File: src/rtl/strobe_regbank.sv
module strobe_regbank #(
  parameter int          W       = 8,
  parameter logic [W-1:0] SYS_RST = 8'h08
) (
  input  logic         clk,
  input  logic         rst_n,
  input  logic [W-1:0] bus_d,
  input  logic         oe_n,
  input  logic         sel_sys_n,
  input  logic         sel_mon_n,
  input  logic         sel_clk_n,
  output logic [W-1:0] sys_reg,
  output logic [W-1:0] mon_reg,
  output logic [W-1:0] clk_reg,
  output logic [2:0]   rate_idx,
  output logic         sync_ext,
  output logic [1:0]   ext_type,
  output logic         clk_illegal,
  output logic         in12_reserved
);

  localparam int NSEL = 3;

  logic [NSEL-1:0] s1, s2, s3, armed;
  logic            oe1, oe2;
  logic [NSEL-1:0] wr;

  // selects and enable cross into clk domain; sync flops reset low so a
  // select that never shows high after reset cannot count as an edge
  always_ff @(posedge clk or negedge rst_n) begin
    if (!rst_n) begin
      s1    <= '0;
      s2    <= '0;
      s3    <= '0;
      armed <= '0;
      oe1   <= 1'b1;
      oe2   <= 1'b1;
    end else begin
      s1    <= {sel_clk_n, sel_mon_n, sel_sys_n};
      s2    <= s1;
      s3    <= s2;
      armed <= armed | s3;
      oe1   <= oe_n;
      oe2   <= oe1;
    end
  end

  assign wr = s2 & ~s3 & armed & {NSEL{~oe2}};

  always_ff @(posedge clk or negedge rst_n) begin
    if (!rst_n) begin
      sys_reg <= SYS_RST;
      mon_reg <= '0;
      clk_reg <= '0;
    end else begin
      if (wr[0]) sys_reg <= bus_d;
      if (wr[1]) mon_reg <= bus_d;
      if (wr[2]) clk_reg <= bus_d;
    end
  end

  assign rate_idx      = clk_reg[2:0];
  assign sync_ext      = clk_reg[3];
  assign in12_reserved = (sys_reg[5:4] == 2'b10);

  always_comb begin
    ext_type    = 2'd3;
    clk_illegal = 1'b0;
    if (!clk_reg[3]) begin
      clk_illegal = (clk_reg[2:1] == 2'b11);
    end else begin
      case ({clk_reg[4], clk_reg[2:0]})
        4'b0000: ext_type = 2'd0;
        4'b0010: ext_type = 2'd1;
        4'b1010: ext_type = 2'd2;
        default: clk_illegal = 1'b1;
      endcase
    end
  end

  p_write_r2: assert property (@(posedge clk) disable iff (!rst_n)
    wr[0] |=> sys_reg == $past(bus_d));

  p_hold_oe_r3: assert property (@(posedge clk) disable iff (!rst_n)
    oe2 |=> $stable({sys_reg, mon_reg, clk_reg}));

  p_unarmed_r4: assert property (@(posedge clk) disable iff (!rst_n)
    !armed[2] |=> $stable(clk_reg));

  p_int_illegal_r6: assert property (@(posedge clk) disable iff (!rst_n)
    (!sync_ext && rate_idx > 3'd5) |-> clk_illegal);

  p_ext_legal_r7: assert property (@(posedge clk) disable iff (!rst_n)
    (ext_type != 2'd3) |-> (sync_ext && !clk_illegal));

endmodule

File: config.mk
export PLATFORM = sky130hd
export DESIGN_NAME = strobe_regbank
export DESIGN_NICKNAME = d
export VERILOG_FILES = /design/src/rtl/strobe_regbank.sv
export SDC_FILE = /design/constraint.sdc
export NUM_CORES = 1
export LEC_CHECK = 0
export BUFFER_PORTS_ARGS = -buffer_cell sky130_fd_sc_hd__buf_2
export CORE_AREA = 5 5 105 58
export DETAILED_ROUTE_END_ITERATION = 6
export DIE_AREA = 0 0 110 63
export SYNTH_ARGS = -nofsm -noshare
export SYNTH_HDL_FRONTEND = slang
export SYNTH_SLANG_ARGS = --single-unit
File: constraint.sdc
create_clock -name clk -period 1.7 [get_ports clk]
set_clock_uncertainty 0.15 [all_clocks]
set_input_delay 0.17 -clock clk [delete_from_list [all_inputs] [get_ports clk]]
set_output_delay 0.17 -clock clk [all_outputs]
set_load 0.02 [all_outputs]
==> results.json, run 1 <==
{
  "nets": 157,
  "synth_top_area_share_pct": 60.3,
  "clk_path_buf_depth": 2,
  "htreeDepth": 2,
  "grtUsageTotal_pct": 9.74,
  "drv_cap": 0,
  "synth_cell_types": 16,
  "cp_data_required_time_ns": 1.72,
  "netlist_top_cells_area": "dfrtp_1, mux2_4, mux2_2, dfstp_2, buf_4",
  "synthToLayoutAreaGrowth_pct": 34.2,
  "drc": 0,
  "worst_setup_path_end_kind": "flop",
  "clock-sinks": 38,
  "rsz0062_at_grt": "no",
  "clk_pin_slew_ns": 0.08,
  "slew-limit-headroom_pct": 61.7,
  "syn_area_mm2": 0.00145,
  "chipWidth_um": 110,
  "path_max_fanout": 8,
  "clk_latency_ns": 0.29,
  "startpoint_type": "flop",
  "cts_tree": "yes",
  "final-hold-violation-count": 0,
  "row_count": 19,
  "wl_mm": 3.17,
  "die_area_mm2": 0.00693,
  "drt_iter0_markers": 12,
  "peakVddDrop_uv": 426,
  "whs_ns": 0.00726,
  "dp_hpwl_mm": 2.30,
  "yosysSeqAreaShare_pct": 65.7,
  "post-cts-setup-buffer-count": 0,
  "slew_viol_final": 0,
  "gp_congestion": 0.711,
  "ys_ff_latch": 38,
  "ant_nets": 0,
  "finalPower_uw": 2490,
  "grt-ovfl-total": 0,
  "initial_core_util_pct": 28.2,
  "io_buffers": 45,
  "grt_first_pass_wirelength_mm": 5.11,
  "drt_first_pass_iters": 4,
  "ios": 46,
  "crit_type": "flop to flop",
  "vias": 864,
  "synth_area_per_cell_um2": 17.3,
  "yosysWarningCount": 0,
  "min_period_ns": 1.62,
  "p_per_area_mw_per_mm2": 1280,
  "min_path_type": "primary input to flop",
  "tightest_slew_ns": 0.574,
  "cellLeakagePower_uw": 0.000909,
  "grt_pass1_vias": 993,
  "grt_max_degree": 39,
  "yosys.area.top_type": "dfrtp_1",
  "die_h_um": 63,
  "wire_per_inst_um": 14.6,
  "setup_viol": 0,
  "max_freq_mhz": 616,
  "vias_per_cell": 3.98,
  "antenna_cells": 0,
  "status": "complete, no violations",
  "cts_buffers": 5,
  "final_util_pct": 37.8,
  "root_buffer": "clkbuf_8",
  "fin_crit_sh_pct": 95.4,
  "synth.net_count": 98,
  "coreArea_mm2": 0.00516,
  "synth_cells": 84,
  "drive_gt1_share_pct": 61.8,
  "worst_ep_arrival_time_ns": 1.64,
  "antenna_found_initial": 0
}
## synthesized netlist by cell type
master    instances
nand2_1           2
dfrtp_1          35
nand3b_1          1
mux2_4           16
nor3_4            1
nor2b_1           2
nor2_1            1
mux2_2            8
o21ai_0           2
buf_6             2
nand3_1           1
and4bb_1          2
or2_2             3
dfstp_2           3
xnor2_1           1
buf_4             4
## per-layer routing
layer	vias to the layer above	global-route usage (%)	share of wire, %
met2	31	13.9	42
met3	2	4.75	8.4
met1	427	13.4	49
li1	404	-	-
met4	0	1.87	0.38
met5	-	0	0
## through the flow
stage / worst slack [ns] / TNS [ns] / instances / cell area [µm²]
2_1_floorplan: 0.278 / 0 / 84 / 1450
3_3_place_gp: 0.0590 / 0 / 199 / 1740
3_5_place_dp: -0.0103 / -0.0225 / 199 / 1740
4_1_cts: 0.0717 / 0 / 217 / 1950
5_1_grt: 0.0428 / 0 / 217 / 1950
6_report: 0.0776 / 0 / 217 / 1950
## cell families (layout without fill, tap and decap cells)
group                  count (synthesis)  after routing  synth area share (%)
AO/OA/AOI/OAI                          2              2                 0.689
AND/OR/NAND/NOR                       13             13                  6.63
flip-flops                            38             38                  65.7
multiplexers                          24             24                  22.7
buffers and inverters                  6             66                  3.62
XOR/XNOR                               1              1                 0.603
## critical path, cell delays in order, from the launching register on
cell and delay, ns:
dfrtp_1 0.37, and4bb_1 0.64, mux2_4 0.34
## worst paths after layout
kind,start,to,slack [ns],cells past startpoint
min in group asynchronous,rst_n,sys_reg[4],0.31,3
max in group asynchronous,rst_n,oe1,0.73,3
min reg2reg,s1[1],s2[1],0.20,0
min,bus_d[4],sys_reg[4],0.007,2
max reg2reg,s3[0],sys_reg[6],0.08,2
max,s3[0],sys_reg[6],0.08,2
## cell type report
cell class                      count  area, µm²
Clock buffer                        5       68.8
Clock inverter                      3       40.0
Fill cell                         512       3210
Multi-Input combinational cell     40        445
Sequential cell                    38        956
Tap cell                           73       91.3
Timing Repair Buffer               58        348
## where the power goes
group / total (µW) / internal (µW) / switching, µW
clock: 747 / 432 / 315
combinational: 611 / 277 / 334
sequential: 1130 / 1030 / 94.5
## cell usage in the layout, fill, tap and decap left out, types with 2 or more instances in the layout
master | netlist | final
nand2_1 | 2 | 2
dlygate4sd3_1 | 0 | 10
nor2b_1 | 2 | 2
dfrtp_1 | 35 | 34
clkbuf_8 | 0 | 5
dfstp_2 | 3 | 3
buf_2 | 0 | 45
buf_4 | 4 | 3
or2_2 | 3 | 3
mux2_2 | 8 | 8
mux2_4 | 16 | 16
clkinv_2 | 0 | 2
## timing repair
action,4_1_cts,5_1_grt
resized for setup,1,2
hold buffers,10,0
setup endpoints to repair,8,1
hold endpoints to repair,50,0
Power figures use the tool's default switching activity.
==> inputs of run 2 (changes only) <==
Settings changed: CORE_AREA 5 5 105 58 to 5 5 69 86, DIE_AREA 0 0 110 63 to 0 0 74 91, RECOVER_POWER set to 50.
==> results.json, run 2 (same netlist as run 1, synthesis figures left out) <==
{
  "initial_core_util_pct": 28.8,
  "dp_hpwl_mm": 2.11,
  "post-cts-setup-buffer-count": 0,
  "die_area_mm2": 0.00673,
  "min_period_ns": 1.58,
  "ios": 46,
  "grt_first_pass_wirelength_mm": 4.64,
  "clk_path_buf_depth": 2,
  "cts_buffers": 5,
  "drv_cap": 0,
  "min_path_type": "primary input to flop",
  "rsz0062_at_grt": "no",
  "wire_per_inst_um": 13.9,
  "status": "complete, no violations",
  "multiInputGateArea_um2": 445,
  "wl_mm": 2.84,
  "worst_setup_path_end_kind": "flop",
  "path_max_fanout": 8,
  "grt-ovfl-total": 0,
  "root_buffer": "clkbuf_8",
  "final-hold-violation-count": 0,
  "slew_viol_final": 0,
  "layout_common_cells": "buf_2, dfrtp_1, mux2_4",
  "cts_tree": "yes",
  "critPathMaxStageDelay_ns": 0.59,
  "met3WireLength_um": 185,
  "clk_pin_slew_ns": 0.07,
  "grtUsageTotal_pct": 9.05,
  "crit_type": "flop to flop",
  "place_inst": 186,
  "fin_cells": 204,
  "grt_max_degree": 39,
  "final_common_cell": "buf_2",
  "synthToLayoutAreaGrowth_pct": 30.5,
  "max_freq_mhz": 633,
  "die_h_um": 91,
  "clk_latency_ns": 0.28,
  "drt_first_pass_iters": 4,
  "startpoint_type": "flop",
  "path_cells": "and4bb_1 -> mux2_4",
  "wirelength_met1_mm": 1.05,
  "antenna_found_initial": 0,
  "finalSetupTns_ns": 0,
  "io_buffers": 45,
  "clock-sinks": 38,
  "coreArea_mm2": 0.00504,
  "slew-limit-headroom_pct": 40.6,
  "p_per_area_mw_per_mm2": 1230,
  "tightest_slew_ns": 0.891,
  "peakVddDrop_uv": 509,
  "antenna_cells": 0,
  "row_count": 29,
  "drt_iter0_markers": 17,
  "met2_length_mm": 1.57,
  "vias": 858,
  "drc": 0,
  "worst_ep_arrival_time_ns": 1.59,
  "chipWidth_um": 74,
  "fin_crit_sh_pct": 92.9,
  "drive_gt1_share_pct": 57.7,
  "highest_layer": "met4",
  "htreeDepth": 2,
  "cellLeakagePower_uw": 0.000880,
  "vias_per_cell": 4.21,
  "fillCellCount": 472,
  "ant_nets": 0,
  "gp_congestion": 0.731,
  "grt_pass1_vias": 928,
  "seq_area_um2": 955,
  "nets": 155,
  "cpMaxStageDelayCell": "and4bb_1",
  "setup_viol": 0,
  "cp_data_required_time_ns": 1.71
}
## run 2: final cells by class
class                           count  area share, %
Sequential cell                    38           50.4
Multi-Input combinational cell     40           23.5
Timing Repair Buffer               56           17.3
Clock buffer                        8           4.75
Tap cell                           62           4.09
## run 2: critical path: cells and delay by family, from the launching register on
kind,cells,cell delay [ns]
flip-flops,1,0.38
multiplexers,1,0.34
AND/OR/NAND/NOR,1,0.59
## run 2: layer usage
metal | global-route usage [%] | up-vias
met5 | 0 | -
met4 | 3.78 | 0
met3 | 3.20 | 5
met2 | 15.8 | 24
met1 | 9.67 | 431
li1 | - | 398
## run 2: worst paths after layout
kind	cells after the start	start	slack, ns	end
max	2	oe2	0.12	sys_reg[7]
min	2	bus_d[1]	0.01	sys_reg[1]
max reg2reg	2	oe2	0.12	sys_reg[7]
min reg2reg	0	s1[2]	0.20	s2[2]
max in group asynchronous	3	rst_n	0.37	clk_reg[7]
min in group asynchronous	3	rst_n	0.47	armed[1]
## run 2: stage by stage
step | util (%) | setup WS, ns | hold WS [ns] | total power [µW] | cell area [µm²]
6_report | 37.6 | 0.121 | 0.0127 | 2340 | 1900
5_1_grt | 37.6 | 0.0675 | 0.00473 | 2470 | 1900
2_1_floorplan | - | 0.278 | -0.276 | 1530 | 1450
3_3_place_gp | 33.9 | 0.0871 | 0.0843 | 1730 | 1710
3_5_place_dp | 33.9 | 0.0368 | 0.0967 | 1740 | 1710
4_1_cts | 37.7 | 0.0239 | 0.00298 | 2390 | 1900
## run 2: repair_timing
item | 4_1_cts | 5_1_grt
resized for setup | 0 | 1
hold endpoints to repair | 49 | 0
hold buffers | 10 | 0
endpoints found under the setup margin | 0 | 8
## run 2: power breakdown
part	internal, µW	total, µW	switching, µW
Clock	330	611	280
Combinational	271	601	330
Sequential	1030	1130	93.9
Total	1640	2340	704
